==> src/rtl/mclk_pkg.sv <==
package mclk_pkg;
    typedef enum logic [1:0] {
        MD_INIT = 2'd0,
        MD_ACQ  = 2'd1,
        MD_DIG  = 2'd2,
        MD_RDO  = 2'd3
    } mode_e;

    typedef enum logic {
        SRC_EXT = 1'b0,
        SRC_INT = 1'b1
    } src_e;

    localparam int CTL_W     = 16;
    localparam int B_FORCE   = 2;
    localparam int B_SEL_INT = 7;
    localparam int B_SEL_EXT = 8;
    localparam int B_TOGGLE  = 9;
    localparam int B_CLR0    = 10;
    localparam int B_MRST    = 15;
endpackage

==> src/rtl/mode_gate_latch.sv <==
module mode_gate_latch
    import mclk_pkg::*;
(
    input  logic       clk,
    input  logic       rst_n,
    input  logic       mrst,
    input  logic [1:0] mode_lines,
    input  logic       chg_mode,
    output mode_e      held
);
    // Follows the lines while the gate is low, freezes while it is high.
    always_ff @(posedge clk or negedge rst_n) begin
        if (!rst_n) begin
            held <= MD_INIT;
        end else if (mrst) begin
            held <= MD_INIT;
        end else if (!chg_mode) begin
            held <= mode_e'(mode_lines);
        end
    end
endmodule

==> src/rtl/clk_source_sel.sv <==
module clk_source_sel
    import mclk_pkg::*;
(
    input  logic clk,
    input  logic rst_n,
    input  logic mrst,
    input  logic wr,
    input  logic set_int,
    input  logic set_ext,
    input  logic toggle,
    input  logic ext_clk,
    output src_e src,
    output logic sel_clk,
    output logic rise,
    output logic fall
);
    src_e src_next;
    logic sw_clk;
    logic sel_prev;

    // State register
    always_ff @(posedge clk or negedge rst_n) begin
        if (!rst_n) begin
            src <= SRC_EXT;
        end else if (mrst) begin
            src <= SRC_EXT;
        end else begin
            src <= src_next;
        end
    end

    // Transitions: only a clean 01 or 10 pair moves the state.
    always_comb begin
        src_next = src;
        unique case (src)
            SRC_EXT: if (wr && set_int && !set_ext) src_next = SRC_INT;
            SRC_INT: if (wr && set_ext && !set_int) src_next = SRC_EXT;
        endcase
    end

    // Outputs: software clock level, selected clock and its edges
    always_ff @(posedge clk or negedge rst_n) begin
        if (!rst_n) begin
            sw_clk   <= 1'b0;
            sel_prev <= 1'b0;
        end else begin
            sel_prev <= sel_clk;
            if (mrst) begin
                sw_clk <= 1'b0;
            end else if (wr && toggle && src == SRC_INT) begin
                sw_clk <= ~sw_clk;
            end
        end
    end

    assign sel_clk = (src == SRC_INT) ? sw_clk : ext_clk;
    assign rise    = sel_clk & ~sel_prev;
    assign fall    = ~sel_clk & sel_prev;
endmodule

==> src/rtl/edge_counter.sv <==
module edge_counter #(
    parameter int W    = 8,
    parameter bit BOTH = 1'b0
) (
    input  logic         clk,
    input  logic         rst_n,
    input  logic         clr,
    input  logic         ld,
    input  logic [W-1:0] ld_val,
    input  logic         en,
    input  logic         rise,
    input  logic         fall,
    output logic [W-1:0] q
);
    localparam logic [W-1:0] MAXV = {W{1'b1}};

    logic step;
    assign step = en && (rise || (BOTH && fall));

    always_ff @(posedge clk or negedge rst_n) begin
        if (!rst_n) begin
            q <= '0;
        end else if (clr) begin
            q <= '0;
        end else if (ld) begin
            q <= ld_val;
        end else if (step && q != MAXV) begin
            q <= q + W'(1);
        end
    end
endmodule

==> src/rtl/mode_clk_ctrl.sv <==
module mode_clk_ctrl
    import mclk_pkg::*;
#(
    parameter int INIT_W = 12,
    parameter int MODE_W = 8,
    localparam int CW    = (INIT_W > MODE_W) ? INIT_W : MODE_W
) (
    input  logic              clk,
    input  logic              rst_n,
    input  logic [1:0]        mode_lines,
    input  logic              chg_mode,
    input  logic              ext_clk,
    input  logic              wr_en,
    input  logic [CTL_W-1:0]  wr_data,
    input  logic              cnt_wr_en,
    input  logic [1:0]        cnt_wr_sel,
    input  logic [CW-1:0]     cnt_wr_data,
    output logic [CTL_W-1:0]  ctrl_rd,
    output logic [1:0]        active_mode,
    output logic [3:0]        mode_dec,
    output logic              sel_clk,
    output logic [INIT_W-1:0] cnt_init,
    output logic [MODE_W-1:0] cnt_acq,
    output logic [MODE_W-1:0] cnt_dig,
    output logic [MODE_W-1:0] cnt_rdo,
    output logic              mreset_o
);
    localparam int NMODE = 4;

    logic  mrst;
    logic  wr;
    logic  force_q;
    logic  [1:0] fmode_q;
    mode_e latched;
    mode_e active;
    src_e  src;
    logic  rise;
    logic  fall;
    logic  unused_wr_bits;

    assign mrst = wr_en && wr_data[B_MRST];
    assign wr   = wr_en && !wr_data[B_MRST];
    assign unused_wr_bits = ^{wr_data[14], wr_data[6:3]};

    mode_gate_latch u_latch (
        .clk        (clk),
        .rst_n      (rst_n),
        .mrst       (mrst),
        .mode_lines (mode_lines),
        .chg_mode   (chg_mode),
        .held       (latched)
    );

    clk_source_sel u_src (
        .clk     (clk),
        .rst_n   (rst_n),
        .mrst    (mrst),
        .wr      (wr),
        .set_int (wr_data[B_SEL_INT]),
        .set_ext (wr_data[B_SEL_EXT]),
        .toggle  (wr_data[B_TOGGLE]),
        .ext_clk (ext_clk),
        .src     (src),
        .sel_clk (sel_clk),
        .rise    (rise),
        .fall    (fall)
    );

    // Static control bits: force mode and forced value, rewritten on every write
    always_ff @(posedge clk or negedge rst_n) begin
        if (!rst_n) begin
            force_q  <= 1'b0;
            fmode_q  <= 2'd0;
            mreset_o <= 1'b0;
        end else begin
            mreset_o <= mrst;
            if (mrst) begin
                force_q <= 1'b0;
                fmode_q <= 2'd0;
            end else if (wr) begin
                force_q <= wr_data[B_FORCE];
                fmode_q <= wr_data[1:0];
            end
        end
    end

    assign active      = force_q ? mode_e'(fmode_q) : latched;
    assign active_mode = active;
    assign mode_dec    = 4'b0001 << active;

    assign ctrl_rd = {2'b00, mode_dec, 2'b00, (src == SRC_INT),
                      mode_lines, latched, force_q, fmode_q};

    for (genvar g = 0; g < NMODE; g++) begin : g_cnt
        localparam int W    = (g == 0) ? INIT_W : MODE_W;
        localparam bit BOTH = (g == NMODE - 1);
        logic [W-1:0] q;

        edge_counter #(.W(W), .BOTH(BOTH)) u_cnt (
            .clk    (clk),
            .rst_n  (rst_n),
            .clr    (mrst || (wr && wr_data[B_CLR0 + g])),
            .ld     (cnt_wr_en && cnt_wr_sel == 2'(g)),
            .ld_val (cnt_wr_data[W-1:0]),
            .en     (active == mode_e'(g)),
            .rise   (rise),
            .fall   (fall),
            .q      (q)
        );

        if (g == 0) begin : g_o0
            assign cnt_init = q;
        end else if (g == 1) begin : g_o1
            assign cnt_acq = q;
        end else if (g == 2) begin : g_o2
            assign cnt_dig = q;
        end else begin : g_o3
            assign cnt_rdo = q;
        end
    end
endmodule

==> config.mk <==
export PLATFORM = sky130hd
export DESIGN_NAME = mode_clk_ctrl
export DESIGN_NICKNAME = d
export VERILOG_FILES = /design/src/rtl/mclk_pkg.sv /design/src/rtl/mode_gate_latch.sv /design/src/rtl/clk_source_sel.sv /design/src/rtl/edge_counter.sv /design/src/rtl/mode_clk_ctrl.sv
export SDC_FILE = /design/constraint.sdc
export NUM_CORES = 1
export LEC_CHECK = 0
export ABC_AREA = 1
export BUFFER_PORTS_ARGS = -buffer_cell sky130_fd_sc_hd__buf_4
export CORE_MARGIN = 2
export CORE_UTILIZATION = 48
export CTS_BUF_LIST = sky130_fd_sc_hd__clkbuf_4
export DETAILED_ROUTE_END_ITERATION = 8
export GPL_TIMING_DRIVEN = 1
export PLACE_DENSITY = 0.77
export SYNTH_ARGS = -nofsm -noshare
export SYNTH_HDL_FRONTEND = slang
export SYNTH_SLANG_ARGS = --single-unit
==> constraint.sdc <==
create_clock -name clk -period 3.1 [get_ports clk]
set_clock_uncertainty 0.05 [all_clocks]
set_input_delay 0.93 -clock clk [delete_from_list [all_inputs] [get_ports clk]]
set_output_delay 0.93 -clock clk [all_outputs]
set_load 0.1 [all_outputs]
==> out/qor.txt, run 1 <==
status: finished, final reports clean
power per cell area: 617.4 nW/um^2
CP max FO: 7
Sw Pwr: 0.001390 W
internal power component: 0.001062 W
Worst Reg-to-Reg Cells: 9
DR WL met3: 572 um
# hold bufs at CTS: 0
final worst setup slack: 0.4218 ns
Worst Path Required: 2.12 ns
Die ar.: 7403 sq um
Max VDD drop: 0.0004655 V
first drt pass iteration count: 4
share of layout cells above drive strength 1: 24.11%
vias in the first global route: 3214
Met2 Wirelength: 4.146 mm
P_leak: 2.092 nW
vias per cell: 5.331
average size of a mapped cell: 6.689 sq um
clock tree from TritonCTS: done
crit start category: register
Worst R2R Start: u_src.src
Clock Sinks: 45
power share of the clock group: 12.4%
drt first-iter violations: 219
non-filler cells, final: 641
dpl cells: 633
Resized Gates After CTS: 0
kind of critical path: reg2out
sequential cell area fraction in the yosys report: 34.86%
Worst slew margin: 61.10%
clock tree root buffer cell: clkbuf_4
TNS Setup: 0 ns
Detailed Route WL: 8.691 mm
row cnt: 29
top routing layer in use: met4
Seq cells post-synth: 45
Post-Place Setup Slack: 0.5925 ns
DR vias: 3417
largest net degree at the start of global routing: 46
max-cap violation count: 0
RSZ-0062 raised after global routing: false
Worst Setup End Kind: output pin
Final HPWL DP: 6.518 mm
Placer Congestion: 0.8858
Synthesis Warnings: 0
Final nets: 606
die height: 86.04 um
Post-Syn Instances: 483
total CTS buffers: 5
DRC Markers: 0
measured slew at the worst slew-check pin: 0.5835 ns
DRT antenna net count: 0
setup slack, reg-to-reg: 1.21 ns
Clock Latency Late Sink: 0.37 ns
final setup fails: 0
clk slew on worst S/H paths: 0.14 ns
DRT met1 WL: 3.717 mm
CTS Buffer Depth: 2
Top Ports: 98
GRT Total Usage: 25.05%
Data arrival, critical path: 1.70 ns
register share of total power: 31.9%
initial antenna violation count: 0
fin crit share: 86.39%
final slew viol count: 0
Antenna Cells: 0
first-pass GRT wire length: 14.88 mm
Initial Utilization: 50.30%
Synth cell types: 29
I/O Buffers: 88
Comb pwr share: 55.6%
Hold Crit Class: in2async
P&R area growth vs syn: 22.97%
number of H-tree levels: 2
core area: 6422 sq um
fmax: 373.4 MHz
Fin. Hold Viols: 0
sw frac: 56.69%
Final min period: 2.678 ns
RR Endpoint: g_cnt[0].u_cnt.q[11]
Setup Buffers After CTS: 0
routed len/inst: 13.56 um
synthesized area: 3231 sq um
total grt overflow: 0
Die W: 86.04 um
## placed cells by master (no fill, tap or decap), drive strengths merged, types with 3 or more instances in the layout
cell type    n
nor2        50
nand3       60
o21bai       3
inv         63
o21ai       58
xor2         3
nand4       11
nand2      148
conb         4
a21oi       10
buf         90
nand3b       4
ha           5
dfrtp       45
clkbuf       7
## worst max path at each step
| stage | endpoint | from | depth (start not counted) |
|---|---|---|---|
| after floorplan | mode_dec[0] | u_latch.held[0] | 6 |
| after global placement | sel_clk | ext_clk | 4 |
| after detailed placement | sel_clk | ext_clk | 4 |
| after CTS | ctrl_rd[13] | force_q | 5 |
| after global routing | ctrl_rd[13] | force_q | 5 |
| final | ctrl_rd[13] | force_q | 5 |
## cell type report
| class | instances | area (sq um) |
|---|---|---|
| timing repair buffer | 90 | 675.6 |
| sequential | 45 | 1131 |
| fill | 634 | 2450 |
| tap | 77 | 96.34 |
| clock inverter | 1 | 3.754 |
| clock buffer | 7 | 52.55 |
| inverter | 63 | 236.5 |
| multi-input combinational | 358 | 1777 |
## stage by stage
step / instance area, sq um / utilization (%) / total power (W) / hold slack [ns]
final: 3973 / 61.85 / 0.002453 / 0.4870
after global routing: 3973 / 61.85 / 0.002581 / 0.5257
after detailed placement: 3916 / 60.98 / 0.002155 / 0.4798
after global placement: 3916 / 60.98 / 0.002137 / 0.4687
after CTS: 3973 / 61.85 / 0.002461 / 0.5116
after floorplan: 3281 / - / 0.001865 / 0.4515
## cells by family after synthesis
family          Yosys count  share of synthesized area, %
simple gates            274                         38.46
buf+inv                  83                         11.43
compound gates           72                         12.39
flops                    45                         34.86
fa+ha+maj                 5                         1.936
xor+xnor                  3                        0.8135
other cells               1                        0.1161
## cell usage after synthesis, drive strengths merged
cell | count | area [sq um]
nand2 | 148 | 585.6
xor2 | 3 | 26.28
ha | 5 | 62.56
clkbuf | 3 | 11.26
nand4 | 11 | 68.82
inv | 63 | 236.5
conb | 1 | 3.750
nor2 | 50 | 205.2
a21oi | 10 | 53.80
o21ai | 58 | 316.6
dfrtp | 45 | 1126
buf | 17 | 121.4
o21bai | 3 | 22.52
nand3 | 60 | 342.8
nand3b | 4 | 30.03
nor3 | 1 | 10.01
a211oi | 1 | 7.510
## power by group through the flow
stage | registers, W | logic [W] | clock network [W]
finish | 0.000783 | 0.00136 | 0.000305
global route | 0.000799 | 0.00144 | 0.000338
CTS | 0.000779 | 0.00137 | 0.000313
detailed placement | 0.000790 | 0.00137 | 0
global placement | 0.000786 | 0.00135 | 0
floorplan | 0.00133 | 0.000532 | 0
## worst max-delay path, stage by stage (launching register included)
cell and delay (ns):
dfrtp_1 0.54, inv_2 0.10, nand2_1 0.09, nand2_2 0.09, nor2_4 0.19, buf_4 0.32
## registers in the layout, indices dropped and copies added (netlist names)
name and cells:
g_cnt.u_cnt.q 36, u_latch.held 2, force_q 1, u_src.src 1, u_src.sw_clk 1, mreset_o 1
fmode_q 2, u_src.sel_prev 1
## routing by layer
layer / vias to the layer above / GRT usage [%]
li1: 1711 / -
met1: 1558 / 33.35
met2: 124 / 40.73
met3: 24 / 3.465
met4: 0 / 10.68
met5: - / 0
No activity file was read; power rests on OpenSTA's default activity.
==> inputs of run 2 (changes only) <==
--- a/config.mk
+++ b/config.mk
@@ -9,7 +9,6 @@
 export BUFFER_PORTS_ARGS = -buffer_cell sky130_fd_sc_hd__buf_4
 export CORE_MARGIN = 2
 export CORE_UTILIZATION = 48
-export CTS_BUF_LIST = sky130_fd_sc_hd__clkbuf_4
 export DETAILED_ROUTE_END_ITERATION = 8
 export GPL_TIMING_DRIVEN = 1
 export PLACE_DENSITY = 0.77
==> run 2 against run 1 <==
  * Final cell count did not move
  * Design area rose by 0.85%
  * Sequential cell count did not move
  * Non-clock buffer count did not move
  * Clock power rose by 28%
  * Critical path type unchanged
==> out/qor.txt, run 2 (synthesized netlist as in run 1, its figures left out) <==
status: finished, final reports clean
Clock Latency Late Sink: 0.30 ns (-0.07 ns)
final slew viol count: 0 (unchanged)
most frequent cells in the layout: 139 x nand2_1, 90 x buf_4, 58 x inv_1
clock tree from TritonCTS: done
dpl cells: 633 (unchanged)
Die ar.: 7403 sq um (unchanged)
DRT antenna net count: 0 (unchanged)
Final nets: 606 (unchanged)
Hold Crit Class: reg2reg
share of layout cells above drive strength 1: 23.94% (-0.18 points)
non-filler cells, final: 641 (unchanged)
total CTS buffers: 5 (unchanged)
fin crit share: 84.01% (-2.4 points)
WHS Path Cells: 2
CP max-delay cell: dfrtp_1
Resized Gates After CTS: 0 (unchanged)
cell area after layout: 4006 sq um (+0.85%)
Worst slew margin: 60.60% (-0.50 points)
Top Ports: 98 (unchanged)
Final min period: 2.604 ns (-0.07401 ns)
setup slack, reg-to-reg: 1.20 ns (about the same)
P_leak: 2.104 nW (+0.56%)
clk slew on worst S/H paths: 0.09 ns (-0.05 ns)
number of H-tree levels: 2 (unchanged)
Die W: 86.04 um (unchanged)
Data arrival, critical path: 1.62 ns (-0.08 ns)
Worst Reg-to-Reg Cells: 9 (unchanged)
Setup Buffers After CTS: 0 (unchanged)
RSZ-0062 raised after global routing: false
DR vias: 3382 (-1.0%)
routed len/inst: 13.57 um (about the same)
Final HPWL DP: 6.518 mm (unchanged)
total grt overflow: 0 (unchanged)
first-pass GRT wire length: 14.72 mm (-1.1%)
placed cell areas: 3916 sq um (unchanged)
kind of critical path: reg2out
max-cap violation count: 0 (unchanged)
Worst Path Required: 2.12 ns (about the same)
vias per cell: 5.276 (-1.0%)
final setup fails: 0 (unchanged)
crit start category: register
GRT Total Usage: 24.82% (-0.22 points)
Worst Setup End Kind: output pin
CP max FO: 7 (unchanged)
clock tree root buffer cell: clkbuf_8
Clock Sinks: 45 (unchanged)
initial antenna violation count: 0 (unchanged)
Initial Utilization: 50.30% (unchanged)
TNS Setup: 0 ns (unchanged)
I/O Buffers: 88 (unchanged)
core area: 6422 sq um (unchanged)
Fin. Hold Viols: 0 (unchanged)
Total Power: 0.002539 W (+3.5%)
biggest regs: g_cnt.u_cnt.q x36, fmode_q x2, u_latch.held x2
CP Cell Sequence: inv_2 > nand2_1 > nand2_2 > nor2_4 > buf_4
crit-path max cell delay: 0.53 ns (about the same)
die height: 86.04 um (unchanged)
Max VDD drop: 0.0004678 V (+0.50%)
most common cell after layout, fill and taps aside: nand2_1
drt first-iter violations: 236 (+7.8%)
power per cell area: 633.6 nW/um^2 (+2.6%)
CTS Buffer Depth: 2 (unchanged)
# hold bufs at CTS: 0 (unchanged)
Placer Congestion: 0.8858 (unchanged)
DRC Markers: 0 (unchanged)
first drt pass iteration count: 4 (unchanged)
fmax: 384.0 MHz (+2.8%)
Antenna Cells: 0 (unchanged)
vias in the first global route: 3187 (-0.84%)
row cnt: 29 (unchanged)
Detailed Route WL: 8.699 mm (about the same)
Post-Place Setup Slack: 0.5925 ns (unchanged)
largest net degree at the start of global routing: 46 (unchanged)
P&R area growth vs syn: 24.01%
Biggest register: g_cnt.u_cnt.q
max reg flops: 36 (unchanged)
final worst setup slack: 0.4958 ns (+0.07401 ns)
measured slew at the worst slew-check pin: 0.5910 ns (+0.007513 ns)
run 2: cell types whose count changed in the layout (fill, tap and decap cells not counted):
cell	delta
clkbuf_8	+6
clkinv_1	-1
clkbuf_1	+2
clkbuf_4	-7
run 2: critical path: cells and delay by family (launching register included):
kind | cells | cell delay [ns]
buf+inv | 2 | 0.42
simple gates | 3 | 0.37
flops | 1 | 0.53
run 2: where the power goes:
group	internal [W]	total, W	switching, W
clock network	0.000182	0.000390	0.000208
logic	0.000289	0.00136	0.00108
registers	0.000668	0.000784	0.000115
run 2: path summary, 6_finish.rpt:
check | startpoint | end
max in group asynchronous | rst_n | fmode_q[0]
min in group asynchronous | rst_n | u_src.src
setup reg to reg | u_src.src | g_cnt[0].u_cnt.q[9]
hold / removal | g_cnt[1].u_cnt.q[7] | g_cnt[1].u_cnt.q[7]
setup / recovery | force_q | ctrl_rd[13]
hold reg to reg | g_cnt[1].u_cnt.q[7] | g_cnt[1].u_cnt.q[7]
run 2: layout make-up:
class	count	area (sq um)
well taps	77	96.34
flip-flops and latches	45	1131
repair buffers	90	675.6
multi-input cells	358	1777
inverters	63	236.5
fillers	629	2416
clock buffers	8	90.09
run 2: stage by stage:
stage / hold slack [ns] / utilization (%)
2_1_floorplan: 0.4515 / -
3_5_place_dp: 0.4798 / 60.98
3_3_place_gp: 0.4687 / 60.98
5_1_grt: 0.5349 / 62.38
6_report: 0.4958 / 62.38
4_1_cts: 0.5027 / 62.38
run 2: metal layers:
metal	global-route usage, %	wire length (um)	share of wire, %
met1	32.81	3834	44
met2	41.30	4237	49
met3	3.465	420	4.8
met4	9.235	207	2.4
met5	0	0	0
==> inputs of run 3 (changes only) <==
==> constraint.sdc (replaced) <==
create_clock -name clk -period 2.5 [get_ports clk]
set_clock_uncertainty 0.05 [all_clocks]
set_input_delay 0.75 -clock clk [delete_from_list [all_inputs] [get_ports clk]]
set_output_delay 0.75 -clock clk [all_outputs]
set_load 0.1 [all_outputs]
==> run 3 against run 2 <==
  * Power rose by 24%
  * Non-clock buffer count is 2 higher
  * Combinational power grew 26%
  * Sequential cell count unchanged
  * Design area rose by 1.6%
  * Die area is the same
  * Global-route usage grew 0.39 points
  * Largest power group unchanged
==> out/qor.txt, run 3 (synthesized netlist as in run 1, its figures left out) <==
DRT antenna net count: 0 (unchanged)
Hold Crit Class: in2async
Worst Path Required: 1.70 ns (-0.42 ns)
routed len/inst: 14.09 um (+3.8%)
first drt pass iteration count: 5 (+1)
share of layout cells above drive strength 1: 25.80% (+1.9 points)
crit start category: register
Clock Latency Late Sink: 0.31 ns (about the same)
die height: 86.04 um (unchanged)
P_leak: 2.124 nW (+0.94%)
CP max FO: 7 (unchanged)
Clock Sinks: 45 (unchanged)
Hold WS: 0.4002 ns (-0.09551 ns)
fin crit share: 96.98%
# hold bufs at CTS: 0 (unchanged)
DRC Markers: 0 (unchanged)
P&R area growth vs syn: 25.99%
Top Ports: 98 (unchanged)
Worst Setup End Kind: output pin
total CTS buffers: 5 (unchanged)
Die ar.: 7403 sq um (unchanged)
Biggest register: g_cnt.u_cnt.q
row cnt: 29 (unchanged)
vias in the first global route: 3173 (-0.44%)
CTS Buffer Depth: 2 (unchanged)
initial antenna violation count: 0 (unchanged)
Data arrival, critical path: 1.62 ns (about the same)
RSZ-0062 raised after global routing: false
max-cap violation count: 0 (unchanged)
I/O Buffers: 88 (unchanged)
Initial Utilization: 50.30% (unchanged)
Final min period: 2.425 ns
clock tree from TritonCTS: done
number of H-tree levels: 2 (unchanged)
core area: 6422 sq um (unchanged)
status: finished, final reports clean
final slew viol count: 0 (unchanged)
drt first-iter violations: 209 (-11%)
DR vias: 3433 (+1.5%)
Worst slew margin: 59.53% (-1.1 points)
clock tree root buffer cell: clkbuf_8
Die W: 86.04 um (unchanged)
Antenna Cells: 0 (unchanged)
TNS Setup: 0 ns (unchanged)
clk slew on worst S/H paths: 0.09 ns (about the same)
Setup Buffers After CTS: 0 (unchanged)
GRT Total Usage: 25.21% (+0.39 points)
final setup fails: 0 (unchanged)
most frequent cells in the layout: 136 x nand2_1, 92 x buf_4, 56 x nand3_1
Detailed Route WL: 9.061 mm (+4.2%)
first-pass GRT wire length: 14.87 mm (+0.98%)
most common cell after layout, fill and taps aside: nand2_1
Worst Reg-to-Reg Cells: 9 (unchanged)
biggest regs: g_cnt.u_cnt.q x36, fmode_q x2, u_latch.held x2
largest net degree at the start of global routing: 46 (unchanged)
Final nets: 608 (+0.33%)
Fin. Hold Viols: 0 (unchanged)
fmax: 412.4 MHz
power per cell area: 774.1 nW/um^2 (+22%)
Max VDD drop: 0.0005934 V (+27%)
Final HPWL DP: 6.797 mm (+4.3%)
Total Power: 0.003151 W (+24%)
total grt overflow: 0 (unchanged)
max reg flops: 36 (unchanged)
Placer Congestion: 0.9081 (+2.5%)
measured slew at the worst slew-check pin: 0.6071 ns (+0.01610 ns)
vias per cell: 5.339 (+1.2%)
kind of critical path: reg2out
run 3: changes by cell type in the layout (fill, tap and decap cells not counted), moves of 2 or more:
cell      previous run  this run
nand2_4              2         4
clkinv_2             0         2
dfrtp_4              0         4
inv_1               58        54
buf_4               90        92
dfrtp_2              4         1
nand2_1            139       136
inv_2                5         7
run 3: path summary, 6_finish.rpt:
kind,from,to,slack [ns]
max,force_q,ctrl_rd[10],0.08
min,rst_n,g_cnt[1].u_cnt.q[0],0.40
max reg2reg,u_src.src,g_cnt[0].u_cnt.q[9],0.52
min reg2reg,g_cnt[1].u_cnt.q[7],g_cnt[1].u_cnt.q[7],0.49
max in group asynchronous,rst_n,u_latch.held[0],1.54
min in group clk,g_cnt[1].u_cnt.q[7],g_cnt[1].u_cnt.q[7],0.49
run 3: where the power goes:
group / internal [W] / switching (W)
logic: 0.000366 / 0.00134
registers: 0.000832 / 0.000145
clock network: 0.000195 / 0.000270
run 3: stage by stage:
stage | std cells | cell area [sq um] | utilization [%] | worst slack, ns
2_1_floorplan | 486 | 3373 | - | -0.2342
3_3_place_gp | 635 | 3986 | 62.07 | 0.2782
3_5_place_dp | 635 | 3986 | 62.07 | 0.2302
4_1_cts | 643 | 4069 | 63.35 | 0.003158
5_1_grt | 643 | 4070 | 63.37 | 0.008450
6_report | 643 | 4070 | 63.37 | 0.07546
run 3: per-layer routing:
metal  global-route usage (%)  part of all wire [%]  vias up
met4                    9.524                   2.9        0
met2                    41.72                    49      126
met5                        0                     0        -
li1                         -                     -     1703
met3                    3.369                   5.8       23
met1                    33.54                    43     1581
run 3: area by class of cell:
type	count	area, sq um
fillers	602	2352
multi-input cells	358	1815
flip-flops and latches	45	1142
repair buffers	92	690.7
inverters	63	242.7
well taps	77	96.34
clock buffers	6	72.57
clock inverters	2	10.01
run 3: timing repair:
action                                  CTS  global route
resized for setup                         0             1
endpoints found under the setup margin    0             8
hold endpoints to repair                  0             0
run 3: critical path, stage by stage (launching register included):
cell        delay (ns)
dfrtp_2           0.49
inv_2             0.13
nand2_1           0.07
nand2_2           0.14
nand2_2           0.11
clkinvlp_4        0.08
buf_4             0.28
